File: src/rtl/cycle_edge_pkg.sv
package cycle_edge_pkg;

  typedef enum logic [1:0] {
    FK_LAST   = 2'd0,
    FK_DRIVE  = 2'd1,
    FK_STROBE = 2'd2,
    FK_NONE   = 2'd3
  } field_kind_e;

  // Field 0 holds the last tick index, then drive offsets, then strobe offsets.
  function automatic field_kind_e field_kind(int f, int nd, int nc);
    if (f == 0)              return FK_LAST;
    else if (f <= nd)        return FK_DRIVE;
    else if (f <= nd + nc)   return FK_STROBE;
    else                     return FK_NONE;
  endfunction

  // Edge slot addressed by an offset field (drives first, strobes after).
  function automatic int field_edge(int f);
    return f - 1;
  endfunction

endpackage

File: src/rtl/cycle_edge_regs.sv
module cycle_edge_regs
  import cycle_edge_pkg::*;
#(
  parameter int NSET     = 4,
  parameter int ND       = 4,
  parameter int NC       = 2,
  parameter int TW       = 16,
  parameter int SW       = 2,
  parameter int FW       = 3,
  parameter int DEF_LAST = 15
) (
  input  logic                       clk,
  input  logic                       rst_n,
  input  logic                       we,
  input  logic [SW-1:0]              wset,
  input  logic [FW-1:0]              wfield,
  input  logic [TW-1:0]              wdata,
  input  logic [SW-1:0]              rset,
  output logic [TW-1:0]              rlast,
  output logic [ND+NC-1:0][TW-1:0]   roff
);
  localparam int NE = ND + NC;

  logic [NSET-1:0][TW-1:0]         last_all;
  logic [NSET-1:0][NE-1:0][TW-1:0] off_all;

  field_kind_e kind_w;
  int          edge_w;
  assign kind_w = field_kind(int'(wfield), ND, NC);
  assign edge_w = field_edge(int'(wfield));

  for (genvar s = 0; s < NSET; s++) begin : g_set
    logic                   sel_w;
    logic [TW-1:0]          last_r;
    logic [NE-1:0][TW-1:0]  off_r;

    assign sel_w = we && (wset == SW'(s));

    always_ff @(posedge clk or negedge rst_n) begin
      if (!rst_n) begin
        last_r <= TW'(DEF_LAST);
        for (int e = 0; e < NE; e++)
          off_r[e] <= (e < ND) ? '0 : TW'(DEF_LAST);
      end else if (sel_w) begin
        if (kind_w == FK_LAST)
          last_r <= wdata;
        for (int e = 0; e < NE; e++)
          if ((kind_w == FK_DRIVE || kind_w == FK_STROBE) && edge_w == e)
            off_r[e] <= wdata;
      end
    end

    assign last_all[s] = last_r;
    assign off_all[s]  = off_r;
  end

  assign rlast = last_all[rset];
  assign roff  = off_all[rset];

endmodule

File: src/rtl/cycle_tick_seq.sv
module cycle_tick_seq #(
  parameter int TW = 16,
  parameter int SW = 2,
  parameter int CW = 16
) (
  input  logic          clk,
  input  logic          rst_n,
  input  logic [TW-1:0] last,
  input  logic [SW-1:0] set_sel,
  output logic [TW-1:0] tick,
  output logic [SW-1:0] act_set,
  output logic          run,
  output logic          wrap,
  output logic          cyc_start,
  output logic [CW-1:0] cycle_cnt
);
  logic [TW-1:0] tick_q;
  logic [SW-1:0] act_q;
  logic [CW-1:0] cnt_q;
  logic          run_q;

  // A cycle ends on its last tick; ">=" also ends a cycle whose length was cut below the count.
  function automatic logic at_end(logic [TW-1:0] t, logic [TW-1:0] l);
    return t >= l;
  endfunction

  assign wrap      = run_q && at_end(tick_q, last);
  assign cyc_start = run_q && (tick_q == '0);

  always_ff @(posedge clk or negedge rst_n) begin
    if (!rst_n) begin
      run_q  <= 1'b0;
      tick_q <= '0;
      act_q  <= '0;
      cnt_q  <= '0;
    end else begin
      run_q <= 1'b1;
      if (run_q) begin
        if (wrap) begin
          tick_q <= '0;
          act_q  <= set_sel;
          cnt_q  <= cnt_q + CW'(1);
        end else begin
          tick_q <= tick_q + TW'(1);
        end
      end
    end
  end

  assign tick      = tick_q;
  assign act_set   = act_q;
  assign run       = run_q;
  assign cycle_cnt = cnt_q;

endmodule

File: src/rtl/cycle_edge_match.sv
module cycle_edge_match #(
  parameter int TW = 16,
  parameter int NE = 6
) (
  input  logic                  run,
  input  logic [TW-1:0]         tick,
  input  logic [TW-1:0]         last,
  input  logic [NE-1:0][TW-1:0] off,
  output logic [NE-1:0]         hit,
  output logic [NE-1:0]         bad
);
  function automatic logic out_of_cycle(logic [TW-1:0] o, logic [TW-1:0] l);
    return o > l;
  endfunction

  function automatic logic fires(logic [TW-1:0] t, logic [TW-1:0] o, logic [TW-1:0] l);
    return !out_of_cycle(o, l) && (t == o);
  endfunction

  for (genvar e = 0; e < NE; e++) begin : g_edge
    assign bad[e] = out_of_cycle(off[e], last);
    assign hit[e] = run && fires(tick, off[e], last);
  end

endmodule

File: src/rtl/cycle_edge_gen.sv
module cycle_edge_gen #(
  parameter int NSET     = 4,
  parameter int ND       = 4,
  parameter int NC       = 2,
  parameter int TW       = 16,
  parameter int CW       = 16,
  parameter int DEF_LAST = 15,
  parameter int SW       = $clog2(NSET),
  parameter int FW       = $clog2(ND + NC + 1)
) (
  input  logic          clk,
  input  logic          rst_n,
  input  logic [SW-1:0] set_sel_i,
  input  logic          cfg_we_i,
  input  logic [SW-1:0] cfg_set_i,
  input  logic [FW-1:0] cfg_field_i,
  input  logic [TW-1:0] cfg_data_i,
  output logic          cyc_start_o,
  output logic [ND-1:0] drive_o,
  output logic [NC-1:0] strobe_o,
  output logic [CW-1:0] cycle_cnt_o,
  output logic          cfg_err_o
);
  localparam int NE = ND + NC;

  logic [TW-1:0]         tick_w;
  logic [TW-1:0]         last_w;
  logic [SW-1:0]         act_w;
  logic                  run_w;
  logic                  wrap_w;
  logic                  start_w;
  logic [NE-1:0][TW-1:0] off_w;
  logic [NE-1:0]         hit_w;
  logic [NE-1:0]         bad_w;
  logic                  err_q;

  cycle_edge_regs #(
    .NSET(NSET), .ND(ND), .NC(NC), .TW(TW), .SW(SW), .FW(FW), .DEF_LAST(DEF_LAST)
  ) u_regs (
    .clk    (clk),
    .rst_n  (rst_n),
    .we     (cfg_we_i),
    .wset   (cfg_set_i),
    .wfield (cfg_field_i),
    .wdata  (cfg_data_i),
    .rset   (act_w),
    .rlast  (last_w),
    .roff   (off_w)
  );

  cycle_tick_seq #(.TW(TW), .SW(SW), .CW(CW)) u_seq (
    .clk       (clk),
    .rst_n     (rst_n),
    .last      (last_w),
    .set_sel   (set_sel_i),
    .tick      (tick_w),
    .act_set   (act_w),
    .run       (run_w),
    .wrap      (wrap_w),
    .cyc_start (start_w),
    .cycle_cnt (cycle_cnt_o)
  );

  cycle_edge_match #(.TW(TW), .NE(NE)) u_match (
    .run  (run_w),
    .tick (tick_w),
    .last (last_w),
    .off  (off_w),
    .hit  (hit_w),
    .bad  (bad_w)
  );

  always_ff @(posedge clk or negedge rst_n) begin
    if (!rst_n)                 err_q <= 1'b0;
    else if (start_w && |bad_w) err_q <= 1'b1;
  end

  assign cyc_start_o = start_w;
  assign drive_o     = hit_w[ND-1:0];
  assign strobe_o    = hit_w[NE-1:ND];
  assign cfg_err_o   = err_q;

endmodule

File: config.mk
export PLATFORM = sky130hd
export DESIGN_NAME = cycle_edge_gen
export DESIGN_NICKNAME = d
export VERILOG_FILES = /design/src/rtl/cycle_edge_pkg.sv /design/src/rtl/cycle_edge_regs.sv /design/src/rtl/cycle_tick_seq.sv /design/src/rtl/cycle_edge_match.sv /design/src/rtl/cycle_edge_gen.sv
export SDC_FILE = /design/constraint.sdc
export NUM_CORES = 1
export LEC_CHECK = 0
export BUFFER_PORTS_ARGS = -buffer_cell sky130_fd_sc_hd__buf_4
export CAP_MARGIN = 20
export CORE_ASPECT_RATIO = 1.4
export CORE_UTILIZATION = 55
export DETAILED_ROUTE_END_ITERATION = 16
export GPL_ROUTABILITY_DRIVEN = 0
export GPL_TIMING_DRIVEN = 0
export PLACE_DENSITY = 0.71
export SLEW_MARGIN = 20
export SYNTH_ARGS = -nofsm -noshare
export SYNTH_HDL_FRONTEND = slang
export SYNTH_SLANG_ARGS = --single-unit
File: constraint.sdc
create_clock -name clk -period 6.06 [get_ports clk]
set_input_delay 0.303 -clock clk [delete_from_list [all_inputs] [get_ports clk]]
set_output_delay 0.303 -clock clk [all_outputs]
set_load 0.005 [all_outputs]
# == Word-level counts from Yosys, hierarchy flattened ==
# Index checks and enable logic that the tools add are counted.
# totals
regBits,484
inputBits,26
output_inout_bits,24
wordCells,137
# op_classes
addsub,3
order_cmp,10
eq_ne,16
n_mux,8
n_reduce_logical,67
# op_table
operator,count
$bmux 96 s2,1
$eq 16x16->1,6
$gt 16x16->1,6
$mux 96,1
$eq 32x3->1 const B,2
$eq 32x4->1 const B,2
$reduce_and 2->1,29
$add 16x1->16 const B,2
$bmux 16 s2,1
$eq 32x2->1 const B,1
$logic_not 32->1,1
$mux 16,2
$logic_and 1x1->1,25
$ge 16x16->1,1
$logic_not 16->1,1
$eq 2x2->1 const B,3
$le 3x3->1 const B,2
$logic_not 1->1,6
$reduce_or 6->1,1
$eq 2x1->1 const B,2
$logic_not 2->1,2
$mux 2,2
$sub 3x1->4 const B,1
$logic_not 3->1,1
3 further kinds,3

# == Depth between registers and ports, before layout ==
# depth
depth_word,8
ltp_mapped,16
depth_no_buf,10

# == Cells and area by module ==
# From an unflattened synthesis, not the netlist that was laid out.
# unflattened
hier_cells,1797
hier_area_um2,24994.0
# modules_own_cells
mod,instances,cells_each,area_each_um2,seq_area_each_um2
cycle_edge_regs,1,1159,19555.0,11270.8
cycle_edge_match,1,414,3325.7,0.0
cycle_tick_seq,1,219,2062.0,875.8
cycle_edge_gen,1,5,51.3,25.0

# == Least setup slack after synthesis ==
# Ideal clock, no wire load.
# synth_path
path_type,reg-to-output
start,reg u_seq.act_q[0] (netlist: u_seq.act_set[0])
end,out strobe_o[1]
arrival_time_ns,3.817
required_ns,5.757
setup_slack_ns,1.940
path_stages_with_launch,15
path_buffers,5
path_cell_list,dfrtp_1 buf_2 buf_6 buf_4 buf_2 buf_2 mux4_2 inv_1 ha_1 nor2b_1 o211ai_1 a21oi_1 a211o_1 a2111o_1 a2111oi_2
# synth_between
elab_chain_len,6
elab_cells_between_ends,9
classes_between,1 x order compare; 1 x eq/ne; 4 x mux; 3 x reduce/logical
# synth_lines
item,line_no,source
from (decl),cycle_tick_seq.sv:18,logic [SW-1:0] act_q;
from (signal assigned),cycle_tick_seq.sv:41,act_q <= set_sel;
$bmux 96 s2 / $bmux 16 s2 (equally long branches),"cycle_edge_regs.sv:58, cycle_edge_regs.sv:57",
$mux 96 (not written as such) / $mux 16 (equally long branches),"cycle_edge_regs.sv:58, cycle_edge_regs.sv:57",
$gt 16x16->1,cycle_edge_match.sv:13,return o > l;
$logic_not 1->1,cycle_edge_match.sv:17,"return !out_of_cycle(o, l) && (t == o);"
$logic_and 1x1->1 *,cycle_edge_match.sv:17,
$logic_and 1x1->1 *,cycle_edge_match.sv:22,"assign hit[e] = run && fires(tick, off[e], last);"
to (decl),cycle_edge_gen.sv:20,"output logic [NC-1:0] strobe_o,"
# Every way passes the cells marked *; elsewhere a longest branch is shown, timed or not. The select of a mux whose other input is x is not followed.

# == Worst setup path in the final report ==
# layout_path
start,reg u_seq.act_q[1] (netlist: u_seq.act_set[1])
end,out drive_o[0]
# layout_between
elab_chain_len,6
elab_cells_between_ends,9
classes_between,1 x order compare; 1 x eq/ne; 4 x mux; 3 x reduce/logical
# layout_lines
item,line_no,source
$bmux 96 s2 / $bmux 16 s2 (equally long branches),"cycle_edge_regs.sv:58, cycle_edge_regs.sv:57",
$mux 96 (not written as such) / $mux 16 (equally long branches),"cycle_edge_regs.sv:58, cycle_edge_regs.sv:57",
$gt 16x16->1,cycle_edge_match.sv:13,
$logic_not 1->1,cycle_edge_match.sv:17,
$logic_and 1x1->1 *,cycle_edge_match.sv:17,
$logic_and 1x1->1 *,cycle_edge_match.sv:22,
to (decl),cycle_edge_gen.sv:19,"output logic [ND-1:0] drive_o,"
# Marks and branches as above.

==> results.toml <==
[cts]
cts_buffers = 47
clk_path_buf_depth = 3
htreeDepth = 2
cts_tree = "built"
clk_pin_slew_ps = 70
clkLatencyLatePin_ps = 580
root_buffer = "clkbuf_16"
cts.sinks = 484

[global_routing]
grt_pass1_wl_um = 99530
overflow = 0
grt_pass1_vias = 16520
antenna_found_initial = 0
grt_max_degree = 105
grt_usage_pct = 29.54

[routing]
wl_per_cell_um = 26.90
wirelength_um = 65860
avgViaCountPerCell = 6.318
drc = 0
first_iter_violations = 866
vias = 15470
drtPass1Iterations = 7
ant_nets = 0

[layout]
layout-drive-gt1-share_pct = 40.00
areaGrowthSynthToFinish_pct = 10.95
diodes = 0
nets = 1996
fill_cells = 3369

[synthesis]
ys.flop_type = "dfrtp_1"
ys_async_sr_fraction_pct = 100.0
syn_nets = 1912
postSynthAreaPerCell_um2 = 14.01
yosys_warnings = 0
yosysTopAreaCellShare_pct = 43.99
synthMostInstantiatedCell = "mux2_2"
synth_edf_count = 0
synth_top_area_cell = "dfrtp_1"
ys_ff_latch = 484
yosysSeqAreaShare_pct = 49.07
synth_cell_types = 53
ys_top_cells_by_area = "dfrtp_1 44%, mux2_2 20%, mux4_2 10%"
syn-cell-area_mm2 = 0.02480
netlist_instances = 1770
synth_common_cells = "451 x mux2_2, 436 x dfrtp_1, 116 x ha_1, 112 x mux4_2, 95 x xnor2_1"

[setup_path]
rr_worst_depth = 14
cp_cell_sequence = "buf_2 > buf_2 > buf_4 > clkbuf_1 > mux4_2 > inv_1 > ha_1 > nor2b_1 > o211ai_1 > a21oi_1 > a211o_1 > a2111o_1 > a2111oi_2 > buf_4"
cp.arrival_ps = 5570
slowest_delay_ps = 610
setup.worst_path.start_class = "flop"
crit_buf_inv = 6
critPathKind = "reg2out"
critPathTopFamily = "buffers and inverters"
crit_path_max_fanout = 19
crit_path_end_kind = "primary output"
cp.depth = 14
worstPathRequired_ps = 5760
slowest_stage = "a2111oi_2"

[sta]
worst_slew_pin_slew_ps = 1135
period_minus_slack_ps = 5874
maxSlewHeadroom_pct = 24.32
rsz0062_at_grt = "false"
hold_violations = 0
fin_ws_ps = 185.7
maxSlewViolCount = 0
clock_skew_ps = 24.87
period_share_pct = 96.94
setup_violations = 0
fmax_mhz = 170.2

[power]
worst_ir_drop_vdd_mv = 0.3348
p_per_area_mw_per_mm2 = 459.3
p_leak_uw = 0.01254
finalPower_uw = 12640

[die]
die_h_um = 253.3
start_util_pct = 56.00
die_w_um = 181.5
design.die.area_mm2 = 0.04596
pin_count = 50
rows = 91
design.core.area_mm2 = 0.04429

[hold_path]
hold_class = "in2reg"
hold_depth = 2

[placement]
dp_hpwl_um = 49230
post-place-ws_ps = -8.289
port-buffer-count = 30

[job]
cap_violations = 0

[run_status]
status = "finished, final reports clean"
-- path summary, 6_finish.rpt --
check	to	slack (ps)	startpoint
setup / recovery	drive_o[0]	190	u_seq.act_set[1]$_DFFE_PN0P_
hold / removal	u_regs.g_set[2].off_r[78]$_DFFE_PN0P_	300	cfg_data_i[14]
setup reg to reg	u_seq.tick[12]$_DFFE_PN0P_	710	u_seq.act_set[1]$_DFFE_PN0P_
hold reg to reg	u_seq.cycle_cnt[15]$_DFFE_PN0P_	470	u_seq.cycle_cnt[15]$_DFFE_PN0P_
max in group asynchronous	u_regs.g_set[3].off_r[60]$_DFFE_PN0P_	3840	rst_n
min in group asynchronous	u_regs.g_set[1].off_r[34]$_DFFE_PN0P_	380	rst_n
-- what timing repair did --
action / in CTS / in global routing
buffers inserted: 0 / 0
setup endpoints to repair: 13 / 0
hold endpoints to repair: 60 / 0
resized for setup: 1 / 0
hold buffers: 3 / 0
-- layout make-up --
class                      instances  area, um2  share of cell area [%]
sequential                       484      12170                   44.23
multi-input combinational       1126      11990                   43.55
clock buffer                      66       1379                   5.010
tap                              558      698.2                   2.537
buffer                           130      543.0                   1.973
timing repair buffer              37      372.9                   1.355
clock inverter                    19      264.0                  0.9594
inverter                          28      105.1                  0.3819
-- power by group --
group	internal [uW]	switching (uW)	leakage, uW
Clock	1850	1260	0.000819
Sequential	3890	318	0.00624
Combinational	2320	3010	0.00548
-- cell families after synthesis --
logic type | count (synthesis) | share of synthesized area (%)
adder cells (fa/ha/maj) | 116 | 5.851
AO/OA/AOI/OAI | 95 | 2.583
buffers and inverters | 160 | 2.608
multiplexers | 563 | 30.64
XOR/XNOR | 125 | 4.414
flip-flops | 484 | 49.07
AND/OR/NAND/NOR | 226 | 4.812
other | 1 | 0.01512
-- sequential cells by signal (all words and copies together), names as in the netlist --
name                 cells
cfg_err_o                1
u_seq.run                1
u_seq.tick              16
u_regs.g_set.off_r     384
u_regs.g_set.last_r     64
u_seq.cycle_cnt         16
u_seq.act_set            2
-- metrics by stage --
stage	utilization (%)	cells	hold slack, ps	TNS, ps	cell area, um2
global route	62.13	2448	304.3	0	27520
detailed placement	58.37	2362	388.6	-8.289	25850
finish	62.13	2448	298.6	0	27520
CTS	62.13	2448	280.4	0	27520
global placement	58.09	2358	466.2	-9335	25730
floorplan	-	1770	7.409	0	24800
-- cells in the final DEF, fill, tap and decap left out, types with 6 or more instances in the layout --
cell type,count
inv_1,28
nor3_1,6
nand4_1,44
mux4_2,112
buf_1,25
clkbuf_8,11
o211ai_1,6
nand2_1,45
xnor2_1,95
xor2_1,30
clkbuf_2,6
nor2_1,40
clkinv_2,8
and3_1,12
nor4_1,13
and4_1,6
mux2_2,451
nand3_1,34
clkbuf_1,84
dfrtp_1,436
a21oi_1,39
a21o_1,12
a21boi_0,6
nor2b_1,6
buf_2,17
bufinv_16,6
o21ai_0,6
ha_1,116
buf_4,32
dfstp_2,48
clkbuf_16,48
-- worst reg2reg max path, stage by stage (launching register included) --
cell and delay, ps:
dfrtp_1 310, buf_2 130, buf_2 390, buf_4 500
clkbuf_1 580, mux4_2 590, ha_1 340, nand2b_1 90
a21o_1 110, a211oi_1 70, o31a_1 320, o31ai_1 700
clkbuf_1 530, clkbuf_1 420, nor2_1 110
-- layer usage --
metal  global-route usage [%]  up-vias  wire [um]
met4                    16.51        0       3936
met5                        0        -          0
met2                    52.10      439      33520
met3                    3.653      179       2855
li1                         -     6689          -
met1                    35.00     8160      25550
No activity file was read; power rests on OpenSTA's default activity.
